$ cat src/rtl/ddtdc_pkg.sv
package ddtdc_pkg;
  typedef enum int unsigned {
    CH_SMP = 0,
    CH_POS = 1,
    CH_NEG = 2
  } chan_e;
  localparam int unsigned NUM_CH = 3;
endpackage

$ cat src/rtl/ddtdc_edge_sync.sv
module ddtdc_edge_sync #(
  parameter int unsigned STAGES = 2
) (
  input  logic clk_i,
  input  logic rst_ni,
  input  logic d_i,
  output logic rise_o
);
  logic [STAGES-1:0] sync_q, sync_d;
  logic              prev_q;

  always_comb begin
    sync_d = {sync_q[STAGES-2:0], d_i};
  end

  always_ff @(posedge clk_i or negedge rst_ni) begin
    if (!rst_ni) begin
      sync_q <= '0;
      prev_q <= 1'b0;
    end else begin
      sync_q <= sync_d;
      prev_q <= sync_q[STAGES-1];
    end
  end

  assign rise_o = sync_q[STAGES-1] & ~prev_q;


  rise_gap_chk: assert property (@(posedge clk_i) disable iff (!rst_ni)
    rise_o |=> !rise_o);
endmodule

$ cat src/rtl/ddtdc_frame_ctrl.sv
module ddtdc_frame_ctrl #(
  parameter int unsigned CNT_W = 10
) (
  input  logic             clk_i,
  input  logic             rst_ni,
  input  logic             smp_rise_i,
  input  logic             p_rise_i,
  input  logic             n_rise_i,
  output logic             fire_o,
  output logic [CNT_W-1:0] dp_o,
  output logic [CNT_W-1:0] dn_o,
  output logic             mp_o,
  output logic             mn_o
);
  localparam logic [CNT_W-1:0] CNT_MAX = '1;
  localparam logic [CNT_W-1:0] CNT_ONE = CNT_W'(1);

  logic             active_q, active_d, done_q, done_d;
  logic             got_p_q, got_p_d, got_n_q, got_n_d;
  logic [CNT_W-1:0] cnt_q, cnt_d, dp_q, dp_d, dn_q, dn_d;
  logic             p_hit, n_hit, p_now, n_now;

  always_comb begin
    active_d = active_q;
    done_d   = done_q;
    got_p_d  = got_p_q;
    got_n_d  = got_n_q;
    cnt_d    = cnt_q;
    dp_d     = dp_q;
    dn_d     = dn_q;
    fire_o   = 1'b0;
    p_hit    = p_rise_i & ~got_p_q;
    n_hit    = n_rise_i & ~got_n_q;
    p_now    = got_p_q | p_hit;
    n_now    = got_n_q | n_hit;
    dp_o     = got_p_q ? dp_q : CNT_MAX;
    dn_o     = got_n_q ? dn_q : CNT_MAX;
    mp_o     = ~got_p_q;
    mn_o     = ~got_n_q;
    if (smp_rise_i) begin
      fire_o   = active_q & ~done_q;
      active_d = 1'b1;
      done_d   = 1'b0;
      got_p_d  = 1'b0;
      got_n_d  = 1'b0;
      cnt_d    = CNT_ONE;
    end else if (active_q && !done_q) begin
      if (p_hit) begin
        dp_o    = cnt_q;
        dp_d    = cnt_q;
        got_p_d = 1'b1;
      end
      if (n_hit) begin
        dn_o    = cnt_q;
        dn_d    = cnt_q;
        got_n_d = 1'b1;
      end
      mp_o = ~p_now;
      mn_o = ~n_now;
      if ((p_now && n_now) || (cnt_q == CNT_MAX)) begin
        fire_o = 1'b1;
        done_d = 1'b1;
      end else begin
        cnt_d = cnt_q + CNT_ONE;
      end
    end
  end

  always_ff @(posedge clk_i or negedge rst_ni) begin
    if (!rst_ni) begin
      active_q <= 1'b0;
      done_q   <= 1'b0;
      got_p_q  <= 1'b0;
      got_n_q  <= 1'b0;
      cnt_q    <= '0;
      dp_q     <= '0;
      dn_q     <= '0;
    end else begin
      active_q <= active_d;
      done_q   <= done_d;
      got_p_q  <= got_p_d;
      got_n_q  <= got_n_d;
      cnt_q    <= cnt_d;
      dp_q     <= dp_d;
      dn_q     <= dn_d;
    end
  end


  restart_chk: assert property (@(posedge clk_i) disable iff (!rst_ni)
    smp_rise_i |=> (cnt_q == CNT_ONE) && !done_q && !got_p_q && !got_n_q);

  one_fire_chk: assert property (@(posedge clk_i) disable iff (!rst_ni)
    fire_o |=> !fire_o);

  sat_miss_chk: assert property (@(posedge clk_i) disable iff (!rst_ni)
    (fire_o && !smp_rise_i && (mp_o || mn_o)) |-> (cnt_q == CNT_MAX));
endmodule

$ cat src/rtl/ddtdc_recon.sv
module ddtdc_recon #(
  parameter int unsigned CNT_W   = 10,
  parameter int unsigned RECIP_W = 16,
  parameter int unsigned SHIFT   = 12,
  localparam int unsigned NUM_W  = CNT_W + 2,
  localparam int unsigned PROD_W = NUM_W + RECIP_W + 1,
  localparam int unsigned OUT_W  = PROD_W - SHIFT - 1
) (
  input  logic                    clk_i,
  input  logic                    rst_ni,
  input  logic                    fire_i,
  input  logic [CNT_W-1:0]        dp_i,
  input  logic [CNT_W-1:0]        dn_i,
  input  logic                    mp_i,
  input  logic                    mn_i,
  input  logic [RECIP_W-1:0]      cfg_recip_i,
  input  logic signed [CNT_W:0]   cfg_ofs_diff_i,
  input  logic [CNT_W:0]          cfg_sum_i,
  input  logic [CNT_W-1:0]        cfg_tol_i,
  output logic                    valid_o,
  output logic signed [OUT_W-1:0] sample_o,
  output logic                    err_miss_o,
  output logic                    err_sum_o
);
  // stage A: captured codes
  logic             a_v_q, a_mp_q, a_mn_q;
  logic [CNT_W-1:0] a_dp_q, a_dn_q;
  // stage B: difference and sum check
  logic                    b_v_q, b_miss_q, b_serr_q;
  logic signed [NUM_W-1:0] b_num_q;
  // stage C: outputs
  logic                    c_v_q, c_miss_q, c_serr_q;
  logic signed [OUT_W-1:0] c_smp_q;

  logic [CNT_W:0]           sum_w;
  logic signed [NUM_W-1:0]  dev_w, num_w;
  logic [NUM_W-1:0]         abs_w;
  logic                     serr_w;
  logic signed [PROD_W-1:0] prod_w;
  logic signed [OUT_W-1:0]  smp_w;

  always_comb begin
    sum_w  = {1'b0, a_dp_q} + {1'b0, a_dn_q};
    dev_w  = $signed({1'b0, sum_w}) - $signed({1'b0, cfg_sum_i});
    abs_w  = dev_w[NUM_W-1] ? $unsigned(-dev_w) : $unsigned(dev_w);
    serr_w = abs_w > {2'b00, cfg_tol_i};
    num_w  = $signed({2'b00, a_dp_q}) - $signed({2'b00, a_dn_q})
           - $signed({cfg_ofs_diff_i[CNT_W], cfg_ofs_diff_i});
    prod_w = b_num_q * $signed({1'b0, cfg_recip_i});
    smp_w  = OUT_W'(prod_w >>> (SHIFT + 1));
  end

  always_ff @(posedge clk_i or negedge rst_ni) begin
    if (!rst_ni) begin
      a_v_q <= 1'b0; a_mp_q <= 1'b0; a_mn_q <= 1'b0;
      a_dp_q <= '0;  a_dn_q <= '0;
      b_v_q <= 1'b0; b_miss_q <= 1'b0; b_serr_q <= 1'b0; b_num_q <= '0;
      c_v_q <= 1'b0; c_miss_q <= 1'b0; c_serr_q <= 1'b0; c_smp_q <= '0;
    end else begin
      a_v_q <= fire_i;
      b_v_q <= a_v_q;
      c_v_q <= b_v_q;
      if (fire_i) begin
        a_dp_q <= dp_i;
        a_dn_q <= dn_i;
        a_mp_q <= mp_i;
        a_mn_q <= mn_i;
      end
      if (a_v_q) begin
        b_num_q  <= num_w;
        b_serr_q <= serr_w;
        b_miss_q <= a_mp_q | a_mn_q;
      end
      if (b_v_q) begin
        c_smp_q  <= smp_w;
        c_serr_q <= b_serr_q;
        c_miss_q <= b_miss_q;
      end
    end
  end

  assign valid_o    = c_v_q;
  assign sample_o   = c_smp_q;
  assign err_miss_o = c_miss_q;
  assign err_sum_o  = c_serr_q;


  miss_code_chk: assert property (@(posedge clk_i) disable iff (!rst_ni)
    (a_v_q && a_mp_q) |-> (a_dp_q == '1));

  valid_pulse_chk: assert property (@(posedge clk_i) disable iff (!rst_ni)
    valid_o |=> !valid_o);

  hold_chk: assert property (@(posedge clk_i) disable iff (!rst_ni)
    !valid_o |-> ($stable(sample_o) && $stable(err_miss_o) && $stable(err_sum_o)));
endmodule

$ cat src/rtl/ddtdc_top.sv
module ddtdc_top #(
  parameter int unsigned CNT_W   = 10,
  parameter int unsigned RECIP_W = 16,
  parameter int unsigned SHIFT   = 12,
  parameter int unsigned SYNC_N  = 2,
  localparam int unsigned OUT_W  = CNT_W + 2 + RECIP_W + 1 - SHIFT - 1
) (
  input  logic                    clk_i,
  input  logic                    rst_ni,
  input  logic                    smp_clk_i,
  input  logic                    pos_dly_i,
  input  logic                    neg_dly_i,
  input  logic [RECIP_W-1:0]      cfg_recip_i,
  input  logic signed [CNT_W:0]   cfg_ofs_diff_i,
  input  logic [CNT_W:0]          cfg_sum_i,
  input  logic [CNT_W-1:0]        cfg_tol_i,
  output logic signed [OUT_W-1:0] sample_o,
  output logic                    valid_o,
  output logic                    err_miss_o,
  output logic                    err_sum_o
);
  import ddtdc_pkg::*;

  logic rst_meta_q, rst_n;
  always_ff @(posedge clk_i or negedge rst_ni) begin
    if (!rst_ni) begin
      rst_meta_q <= 1'b0;
      rst_n      <= 1'b0;
    end else begin
      rst_meta_q <= 1'b1;
      rst_n      <= rst_meta_q;
    end
  end

  logic [NUM_CH-1:0] raw_vec, rise_vec;
  assign raw_vec[CH_SMP] = smp_clk_i;
  assign raw_vec[CH_POS] = pos_dly_i;
  assign raw_vec[CH_NEG] = neg_dly_i;

  for (genvar g = 0; g < NUM_CH; g++) begin : g_sync
    ddtdc_edge_sync #(.STAGES(SYNC_N)) sync_i (
      .clk_i (clk_i),
      .rst_ni(rst_n),
      .d_i   (raw_vec[g]),
      .rise_o(rise_vec[g])
    );
  end

  logic             fire;
  logic [CNT_W-1:0] dp, dn;
  logic             mp, mn;

  ddtdc_frame_ctrl #(.CNT_W(CNT_W)) ctrl_i (
    .clk_i     (clk_i),
    .rst_ni    (rst_n),
    .smp_rise_i(rise_vec[CH_SMP]),
    .p_rise_i  (rise_vec[CH_POS]),
    .n_rise_i  (rise_vec[CH_NEG]),
    .fire_o    (fire),
    .dp_o      (dp),
    .dn_o      (dn),
    .mp_o      (mp),
    .mn_o      (mn)
  );

  ddtdc_recon #(.CNT_W(CNT_W), .RECIP_W(RECIP_W), .SHIFT(SHIFT)) recon_i (
    .clk_i         (clk_i),
    .rst_ni        (rst_n),
    .fire_i        (fire),
    .dp_i          (dp),
    .dn_i          (dn),
    .mp_i          (mp),
    .mn_i          (mn),
    .cfg_recip_i   (cfg_recip_i),
    .cfg_ofs_diff_i(cfg_ofs_diff_i),
    .cfg_sum_i     (cfg_sum_i),
    .cfg_tol_i     (cfg_tol_i),
    .valid_o       (valid_o),
    .sample_o      (sample_o),
    .err_miss_o    (err_miss_o),
    .err_sum_o     (err_sum_o)
  );


  latency_chk: assert property (@(posedge clk_i) disable iff (!rst_n)
    fire |-> ##3 valid_o);

  first_edge_chk: assert property (@(posedge clk_i) disable iff (!rst_n)
    (rise_vec[CH_SMP] && !$past(rst_n)) |-> !fire);
endmodule

$ cat config.mk
export PLATFORM = sky130hd
export DESIGN_NAME = ddtdc_top
export DESIGN_NICKNAME = d
export VERILOG_FILES = /design/src/rtl/ddtdc_pkg.sv /design/src/rtl/ddtdc_edge_sync.sv /design/src/rtl/ddtdc_frame_ctrl.sv /design/src/rtl/ddtdc_recon.sv /design/src/rtl/ddtdc_top.sv
export SDC_FILE = /design/constraint.sdc
export NUM_CORES = 1
export LEC_CHECK = 0
export BUFFER_PORTS_ARGS = -buffer_cell sky130_fd_sc_hd__buf_2
export CAP_MARGIN = 10
export CORE_MARGIN = 8
export CORE_UTILIZATION = 55
export CTS_CLUSTER_DIAMETER = 60
export DETAILED_ROUTE_END_ITERATION = 7
export PLACE_DENSITY_LB_ADDON = 0.05
export SETUP_SLACK_MARGIN = 0.05
export SYNTH_ARGS = -nofsm -noshare
export SYNTH_HDL_FRONTEND = slang
export SYNTH_SLANG_ARGS = --single-unit
$ cat constraint.sdc
create_clock -name clk_i -period 4.1 [get_ports clk_i]
set_input_delay 0.82 -clock clk_i [delete_from_list [all_inputs] [get_ports clk_i]]
set_output_delay 0.82 -clock clk_i [all_outputs]
set_load 0.005 [all_outputs]
==> impl_metrics.py <==
metrics = {
    "sta": {
        "setup_violations": 16,
        "slew_violations": 0,
        "rsz0062_at_grt": "yes",
        "max_slew_margin_pct": 36.3,
        "skew_ns": 0.0172,
        "worst_slack_ns": -0.974,
        "period_needed_ns": 5.07,
        "finalCritPeriodShare_pct": 124,
        "timing.fmax_mhz": 197,
        "worst_pin_slew_ns": 0.951,
        "hold_viol_final": 0,
    },
    "floorplan": {
        "dieArea_um2": 27500,
        "die_x_um": 166,
        "ioPinCount": 72,
        "die_h_um": 166,
        "initial_core_util_pct": 55.3,
        "placementRows": 55,
        "coreArea_um2": 22400,
    },
    "clocking": {
        "clock_insertion_delay_worst_skew_ns": 0.37,
        "clk_pin_slew_ns": 0.08,
        "numCtsBuffers": 9,
        "tritoncts": "built",
        "clock-sinks": 102,
        "cts_max_path_buffers": 2,
        "root_buffer": "clkbuf_16",
        "ctsHoldBuffers": 0,
        "htreeDepth": 3,
    },
    "drt": {
        "viasPerCell": 5.31,
        "drtAntennaViolNets": 0,
        "wl_um": 29400,
        "drt-initial-drc-count": 494,
        "drc_errors": 0,
        "wl_per_cell_um": 16.0,
        "first_pass_iters": 5,
        "vias": 9749,
    },
    "worst_setup_path": {
        "rr_worst_depth": 15,
        "path_max_fanout": 8,
        "endpoint_kind": "flop",
        "worstPathArrival_ns": 5.33,
        "crit_top_cell": "fa_1",
        "critical_path.slowest_cell": "fa_2",
        "slowest_delay_ns": 0.55,
        "worstSetupStartpointType": "input port",
        "critPathRequiredTime_ns": 4.35,
        "path_cells": "buf_12 -> and2_4 -> fa_1 -> inv_1 -> fa_1 -> inv_1 -> fa_1 -> fa_1 -> fa_2 -> ha_2 -> nand4_1 -> a21oi_4 -> o41a_1 -> or3_1 -> a31o_2",
        "crit_type": "in -> reg",
    },
    "global_routing": {
        "track_usage_pct": 21.7,
        "grt_pass1_vias": 10079,
        "grt-ovfl-total": 0,
        "grt_max_degree": 55,
        "grt_first_pass_wirelength_um": 49300,
        "antenna_found_initial": 0,
    },
    "synth": {
        "synth_edf_count": 0,
        "synth_ff_type": "dfrtp_1",
        "syn_area_um2": 12400,
        "synth-simple-area-share_pct": 15.5,
        "async_reset_ff_share_pct": 100,
        "synth.mux.area_fraction_pct": 3.09,
        "synth.distinct_cells": 67,
        "synth_warnings": 0,
        "synth_top_family_by_area": "adder cells",
        "synth_compound_area_share_pct": 11.0,
        "synth_seq_cells": 102,
        "netlist_instances": 1361,
        "synth_xor_area_share_pct": 2.98,
        "synthesis.nets": 1691,
        "synthAdderAreaFrac_pct": 37.2,
        "synth.avg_cell_area_um2": 9.08,
        "yosysSeqAreaShare_pct": 20.7,
    },
    "layout": {
        "syn2layout_area_growth_pct": 21.9,
        "nets": 1875,
        "layout-drive-gt1-share_pct": 24.6,
        "antenna_cells": 0,
    },
    "worst_hold_path": {
        "hp-class": "in -> async",
    },
    "run": {
        "max_cap_violations": 0,
    },
    "place": {
        "hpwl_um": 24000,
        "finalWeightedCongestion": 0.858,
        "dpl_worst_slack_ns": -1.49,
        "io_buffers": 71,
    },
    "run_status": {
        "status": "complete, but fails checks",
        "violations": "setup timing",
    },
}
==> Yosys cell counts (7+ instances only) <==
cell | number | area share, %
and2_1 | 63 | 3.2
ha_1 | 126 | 13
o311ai_0 | 12 | 0.85
a211oi_1 | 7 | 0.43
o211ai_1 | 9 | 0.55
nor2_1 | 62 | 1.9
xnor2_1 | 22 | 1.6
o21a_1 | 10 | 0.61
nand2b_1 | 26 | 1.3
o21ai_0 | 45 | 1.8
a21o_1 | 16 | 0.97
nand3_1 | 12 | 0.49
inv_1 | 254 | 7.7
a31oi_1 | 8 | 0.40
mux2_2 | 33 | 3.0
dfrtp_1 | 102 | 21
clkbuf_1 | 46 | 1.4
and3_1 | 9 | 0.46
nor3_1 | 9 | 0.36
buf_2 | 8 | 0.32
xor2_1 | 20 | 1.4
nand2_1 | 159 | 4.8
nor2b_1 | 16 | 0.81
nand4_1 | 11 | 0.56
fa_1 | 151 | 24
a21oi_1 | 41 | 1.7
o22ai_1 | 13 | 0.66
==> critical path: cells and delay by family <==
kind | cells | cell delay (ns)
AND/OR/NAND/NOR | 3 | 0.63
adder cells (fa/ha/maj) | 6 | 2.84
AO/OA/AOI/OAI | 3 | 0.78
buffers and inverters | 3 | 0.24
==> per-stage QoR <==
step           utilization, %  cell area, µm²  cells  TNS (ns)  hold slack, ns
3_5_place_dp             63.4           14200   1808    -22.28           0.269
5_1_grt                  67.4           15100   1835    -15.60           0.220
6_report                 67.4           15100   1835    -13.19           0.223
4_1_cts                  66.2           14800   1831    -13.17           0.214
2_1_floorplan               -           12600   1361    -14.50           0.331
3_3_place_gp             63.4           14200   1808    -21.57           0.268
==> cell usage in the layout, fill, tap and decap left out, types with 5 or more instances in the layout <==
cell	synthesis	final
a21o_1	16	16
a21oi_1	41	27
a21oi_2	1	10
a21oi_4	0	5
a31oi_1	8	8
and2_1	63	55
and2_4	0	8
and3_1	9	8
buf_12	0	7
buf_2	8	57
buf_4	1	152
buf_6	1	12
clkbuf_16	0	9
dfrtp_1	102	97
fa_1	151	142
fa_2	0	9
ha_1	126	111
ha_4	0	13
inv_1	254	247
inv_2	0	7
mux2_2	33	30
nand2_1	159	153
nand2_2	0	5
nand2b_1	26	24
nand3_1	12	11
nand4_1	11	11
nor2_1	62	59
nor2b_1	16	15
nor3_1	9	7
o211ai_1	9	9
o21a_1	10	9
o21ai_0	45	37
o21ai_1	2	7
o22ai_1	13	13
o311ai_0	12	9
xnor2_1	22	20
xor2_1	20	18
==> logic make-up after synthesis <==
kind of cell               count (synthesis)
and+or+nand+nor                          392
xor gates and xnor gates                  42
other                                      1
adders and majority gates                277
DFF                                      102
muxes                                     34
AOI/OAI and AO/OA                        202
buffers and inverters                    311
==> per-layer routing <==
metal  global-route usage [%]  vias to the layer above  wire, µm
li1                         -                     4739         -
met1                     26.7                     4826     12700
met2                     39.2                      156     15100
met3                     2.71                       28       965
met4                     6.44                        0       607
met5                        0                        -         0
==> final timing paths <==
path                                                 start                         end  slack (ns)
max in group asynchronous                            rst_n          recon_i.b_num_q[3]        2.82
worst max-delay path                        cfg_recip_i[5]         recon_i.sample_o[5]       -0.97
worst max register to register          recon_i.b_num_q[7]         recon_i.sample_o[5]       -0.93
worst min-delay path                                rst_ni                       rst_n        0.22
min in group clk_i              g_sync[2].sync_i.sync_q[0]  g_sync[2].sync_i.sync_q[1]        0.35
worst min register to register                       rst_n           recon_i.err_sum_o        0.26
==> flip-flops by register name, indices dropped and copies added (netlist names) <==
register / count
ctrl_i.cnt_q: 10
recon_i.b_v_q: 1
recon_i.sample_o: 16
ctrl_i.got_p_q: 1
g_sync.sync_i.sync_q: 6
ctrl_i.dn_q: 10
recon_i.b_serr_q: 1
ctrl_i.got_n_q: 1
rst_meta_q: 1
recon_i.a_v_q: 1
recon_i.err_sum_o: 1
recon_i.err_miss_o: 1
recon_i.valid_o: 1
recon_i.a_mn_q: 1
recon_i.a_dp_q: 10
ctrl_i.dp_q: 10
recon_i.a_mp_q: 1
rst_n: 1
recon_i.a_dn_q: 10
ctrl_i.active_q: 1
g_sync.sync_i.prev_q: 3
recon_i.b_miss_q: 1
ctrl_i.done_q: 1
recon_i.b_num_q: 12
==> layout make-up <==
type                    count  area (µm²)
clock buffers               9         225
multi-input cells         948        9150
fillers                  1850        7300
repair buffers            230        1730
flip-flops and latches    102        2560
inverters                 254         953
clock inverters             7        91.3
well taps                 285         357
==> timing repair <==
| item | CTS | global route |
|---|---|---|
| setup endpoints to repair | 17 | 17 |
| pin swaps | 25 | 33 |
| setup buffers | 7 | 4 |
| gates resized for setup | 65 | 50 |
Power is not shown: default switching activity piles up to over one toggle a cycle in this logic, so the estimate is an artifact.
